--- src/rtl/ivc_pkg.sv ---
package ivc_pkg;
  localparam int NSRC = 4;
  localparam int IW   = $clog2(NSRC);

  typedef enum logic [IW-1:0] {
    SRC_EXT = 2'd0,
    SRC_TMR = 2'd1,
    SRC_ADC = 2'd2,
    SRC_SER = 2'd3
  } src_e;

  // vector address for a source slot: base plus slot times step
  function automatic logic [7:0] vec_of(input logic [IW-1:0] idx,
                                        input logic [7:0] base,
                                        input logic [7:0] step);
    logic [7:0] off;
    off = 8'(step * {{(8-IW){1'b0}}, idx});
    return 8'(base + off);
  endfunction

  // index of the single set bit of a one-hot grant
  function automatic logic [IW-1:0] idx_of(input logic [NSRC-1:0] g);
    logic [IW-1:0] r;
    r = '0;
    for (int i = 0; i < NSRC; i++)
      if (g[i]) r = IW'(i);
    return r;
  endfunction
endpackage

--- src/rtl/ivc_flag_cell.sv ---
module ivc_flag_cell (
  input  logic clk,
  input  logic rst_n,
  input  logic hw_set,
  input  logic ack_clr,
  input  logic sw_wr,
  input  logic sw_val,
  output logic q
);
  logic q_nx;

  // hardware set dominates, then service clear, then software write
  always_comb begin
    if (hw_set)       q_nx = 1'b1;
    else if (ack_clr) q_nx = 1'b0;
    else if (sw_wr)   q_nx = sw_val;
    else              q_nx = q;
  end

  always_ff @(posedge clk or negedge rst_n)
    if (!rst_n) q <= 1'b0;
    else        q <= q_nx;
endmodule

--- src/rtl/ivc_prio.sv ---
module ivc_prio #(
  parameter int N = 4
) (
  input  logic [N-1:0] pend,
  output logic [N-1:0] grant,
  output logic         any
);
  logic [N:0] above;

  assign above[0] = 1'b0;
  for (genvar i = 0; i < N; i++) begin : g_chain
    assign grant[i]    = pend[i] & ~above[i];
    assign above[i+1]  = above[i] | pend[i];
  end
  assign any = above[N];
endmodule

--- src/rtl/irq_vector_ctrl.sv ---
module irq_vector_ctrl #(
  parameter logic [7:0] VEC_BASE = 8'h04,
  parameter logic [7:0] VEC_STEP = 8'h04
) (
  input  logic       clk,
  input  logic       rst_n,
  input  logic       tick,
  input  logic       irq_ext,
  input  logic       irq_tmr,
  input  logic       irq_adc,
  input  logic       ser_addr_hit,
  input  logic       ser_byte_done,
  input  logic       stack_full,
  input  logic       reg_sel,
  input  logic       wr_en,
  input  logic [7:0] wr_data,
  output logic [7:0] rd_data,
  input  logic       reti,
  input  logic       ret,
  output logic       ack,
  output logic [7:0] vector
);
  import ivc_pkg::*;

  logic [NSRC-1:0] flag, en, pend, grant;
  logic [NSRC-1:0] set_vec, clr_vec, swwr_vec, swval_vec;
  logic            gie, any_pend, take_ok, wr0, wr1;
  logic [IW-1:0]   win_idx;

  assign wr0 = wr_en & ~reg_sel;
  assign wr1 = wr_en &  reg_sel;

  assign set_vec   = {ser_addr_hit | ser_byte_done, irq_adc, irq_tmr, irq_ext};
  assign swwr_vec  = {wr1, wr0, wr0, wr0};
  assign swval_vec = {wr_data[4], wr_data[6:4]};
  assign clr_vec   = grant & {NSRC{ack}};

  for (genvar s = 0; s < NSRC; s++) begin : g_flag
    ivc_flag_cell u_cell (
      .clk    (clk),
      .rst_n  (rst_n),
      .hw_set (set_vec[s]),
      .ack_clr(clr_vec[s]),
      .sw_wr  (swwr_vec[s]),
      .sw_val (swval_vec[s]),
      .q      (flag[s])
    );
  end

  always_ff @(posedge clk or negedge rst_n)
    if (!rst_n) en <= '0;
    else begin
      if (wr0) en[2:0] <= wr_data[3:1];
      if (wr1) en[3]   <= wr_data[0];
    end

  // master enable: service clears, return-from-interrupt sets, else software
  always_ff @(posedge clk or negedge rst_n)
    if (!rst_n)    gie <= 1'b0;
    else if (ack)  gie <= 1'b0;
    else if (reti) gie <= 1'b1;
    else if (wr0)  gie <= wr_data[0];

  assign pend = flag & en;

  ivc_prio #(.N(NSRC)) u_prio (
    .pend (pend),
    .grant(grant),
    .any  (any_pend)
  );

  assign take_ok = tick & gie & ~stack_full;
  assign ack     = take_ok & any_pend;
  assign win_idx = idx_of(grant);
  assign vector  = ack ? vec_of(win_idx, VEC_BASE, VEC_STEP) : 8'h00;

  assign rd_data = reg_sel ? {3'b000, flag[3], 3'b000, en[3]}
                           : {1'b0, flag[2:0], en[2:0], gie};

  logic unused_ret;
  assign unused_ret = ret;
endmodule

--- config.mk ---
export PLATFORM = sky130hd
export DESIGN_NAME = irq_vector_ctrl
export DESIGN_NICKNAME = d
export VERILOG_FILES = /design/src/rtl/ivc_pkg.sv /design/src/rtl/ivc_flag_cell.sv /design/src/rtl/ivc_prio.sv /design/src/rtl/irq_vector_ctrl.sv
export SDC_FILE = /design/constraint.sdc
export NUM_CORES = 1
export LEC_CHECK = 0
export BUFFER_PORTS_ARGS = -buffer_cell sky130_fd_sc_hd__buf_2
export CAP_MARGIN = 5
export CELL_PAD_IN_SITES_DETAIL_PLACEMENT = 1
export CELL_PAD_IN_SITES_GLOBAL_PLACEMENT = 2
export CORE_MARGIN = 1
export CORE_UTILIZATION = 23
export DETAILED_ROUTE_END_ITERATION = 10
export PLACE_DENSITY = 0.82
export SLEW_MARGIN = 10
export SYNTH_ARGS = -nofsm -noshare
export SYNTH_HDL_FRONTEND = slang
export SYNTH_SLANG_ARGS = --single-unit
--- constraint.sdc ---
create_clock -name clk -period 2.32 [get_ports clk]
set_input_delay 0.116 -clock clk [delete_from_list [all_inputs] [get_ports clk]]
set_output_delay 0.116 -clock clk [all_outputs]
set_load 0.005 [all_outputs]
==> impl_metrics.yaml <==
logic_synthesis:
  synth_cell_types: 21
  yosys-top-cells-area: "dfrtp_1 (38%), mux2_1 (12%), mux2i_1 (8.5%)"
  syn_area_um2: 586.8
  yosys_warnings: 0
  synth_seq_cells: 9
  syn_inst: 58
  syn_avg_cell_area_um2: 10.12
  synth_top_area_cell: "dfrtp_1"
  synth_top_area_frac: 0.3838
  synth.yosys.seq_area_share: 0.3838
critical_path:
  cp-startpoint: "g_flag[2].u_cell.q$_DFFE_PN0P_"
  r2r_slack_ns: 0.96
  cp_max_fo: 5
  r2r_start: "g_flag[2].u_cell.q$_DFFE_PN0P_"
  reg2regPathDepth: 3
  cp-endpoint: "vector[4]"
  path_class: "reg -> out"
  r2r-end: "g_flag[3].u_cell.q$_DFFE_PN0P_"
  critPathArrivalTime_ns: 1.55
  start_kind: "register"
  endpoint_kind: "primary output"
  cp.required_ns: 2.20
sta:
  period_minus_slack_ns: 1.667
  clock_skew_ns: 0.001638
  setup_violations: 0
  max_freq_mhz: 599.8
  tns_ns: 0
  maxSlewViolCount: 0
  fin_ws_ns: 0.6526
  grt_setup_unrepaired: "false"
  hold_violations: 0
  hold_ws_ns: 0.05068
  period_share: 0.7187
clock_network:
  clk_pin_slew_ns: 0.06
  cts_resized: 0
  tritoncts: "built"
  clock-sinks: 9
  cts_buffer_depth: 2
  clock_latency_ns: 0.26
  htree_levels: 1
  cts_made_buffers: 3
  root_buffer: "clkbuf_4"
run_status:
  status: "finished, final reports clean"
die:
  die_h_um: 52.51
  num_rows: 17
  die_area_um2: 2757
  core_um2: 2297
  die_w_um: 52.51
  initial_core_util: 0.2554
  pin_count: 38
grt:
  overflow: 0
  grt_max_degree: 10
  grt_pass1_vias: 500
  grt_pass1_wl_um: 2256
  grt_use_total: 0.1196
  antenna_found_initial: 0
routing:
  drt-pass1-iter-count: 4
  drt_iter0_drc: 7
  vias: 514
  drc_errors: 0
  drt_wl_total_um: 1430
  routedWlPerCell_um: 12.12
  routed_via_density: 4.356
  ant_nets: 0
finish:
  final_cell_mix: "buf_2 (29), dfrtp_1 (9), mux2_1 (6), conb_1 (6)"
  antenna_cells: 0
  final_net_count: 112
  utilization: 0.3371
  layout-drive-gt1-share: 0.4000
  regArea_um2: 225.2
  post-route-cell-area_um2: 774.5
  fillCellCount: 289
  multi_input_area_um2: 321.6
  area_growth_pct: 31.98
  final_common_cell: "buf_2"
  final_cells: 118
pwr:
  total_power_uw: 419.3
  ir_drop_mv: 0.2763
  p_per_area_nw_per_um2: 541.4
  power_leakage_nw: 0.3901
placement:
  dp_slack_ns: 0.9423
  io_buffer_count: 29
  numPlacedInstances: 113
  dp_hpwl_um: 1189
  place_area_um2: 738.2
  place_congestion: 0.7426
flow_run:
  drv_cap: 0
hold_path:
  worstHoldPathType: "in -> reg"
## cell usage after synthesis
master / n
buf_4: 6
nor2_1: 2
nor3b_2: 1
buf_2: 2
nand3_1: 1
inv_1: 1
o21ai_1: 1
o21bai_1: 3
nand3b_4: 1
and2_1: 1
nor2b_1: 5
a21oi_1: 3
nor4b_1: 1
nor2b_2: 1
dfrtp_1: 9
nor3_1: 2
a222oi_1: 1
nand2_1: 5
mux2_1: 6
conb_1: 1
mux2i_1: 5
## repair_timing
item,in CTS,in global routing
hold buffers,1,0
setup endpoints to repair,0,0
buffers inserted,0,0
hold endpoints to repair,9,0
## layer usage
| metal | wire, um | vias to the layer above | GRT usage |
|---|---|---|---|
| li1 | - | 254 | - |
| met1 | 599 | 237 | 0.1358 |
| met2 | 729 | 21 | 0.1920 |
| met3 | 72 | 2 | 0.04348 |
| met4 | 29 | 0 | 0.06579 |
| met5 | 0 | - | 0 |
## registers in the layout (all words and copies together) (netlist names)
signal           count
en                   4
g_flag.u_cell.q      4
gie                  1
## kinds of logic (layout without fill, tap and decap cells)
family                 count (synthesis)  count (layout)  share of synthesized area
other                                  1               6                   0.006390
DFF                                    9               9                     0.3838
AOI/OAI and AO/OA                      8               8                    0.08953
and+or+nand+nor                       20              20                     0.2196
muxes                                 11              11                     0.2004
buffers and inverters                  9              36                     0.1002
## worst min path at each step
stage	slack (ns)	cells after the start	start	to
after detailed placement	-0.02	1	rst_n	g_flag[3].u_cell.q$_DFFE_PN0P_
after floorplan	-0.18	0	rst_n	en[0]$_DFFE_PN0P_
after global routing	0.04	2	irq_adc	g_flag[2].u_cell.q$_DFFE_PN0P_
after CTS	0.04	2	irq_adc	g_flag[2].u_cell.q$_DFFE_PN0P_
after global placement	-0.02	1	rst_n	g_flag[3].u_cell.q$_DFFE_PN0P_
final	0.05	2	irq_adc	g_flag[2].u_cell.q$_DFFE_PN0P_
## report_power, final
| group | internal [mW] | switching (mW) | leakage (nW) |
|---|---|---|---|
| Combinational | 0.0577 | 0.0496 | 0.280 |
| Sequential | 0.175 | 0.0199 | 0.0952 |
| Clock | 0.0661 | 0.0515 | 0.0150 |
| Total | 0.298 | 0.121 | 0.390 |
## layout make-up
type                            count  share of cell area
Clock buffer                        4             0.03393
Inverter                            1            0.004847
Multi-Input combinational cell     45              0.4152
Sequential cell                     9              0.2908
Tap cell                           28             0.04523
Timing Repair Buffer               31              0.2100
## worst max-delay path, cell delays in order, from the launching register on
cell      delay [ns]
dfrtp_1         0.42
a222oi_1        0.47
nor3b_2         0.27
buf_2           0.14
Note: power is estimated with default switching activity, not from simulation.
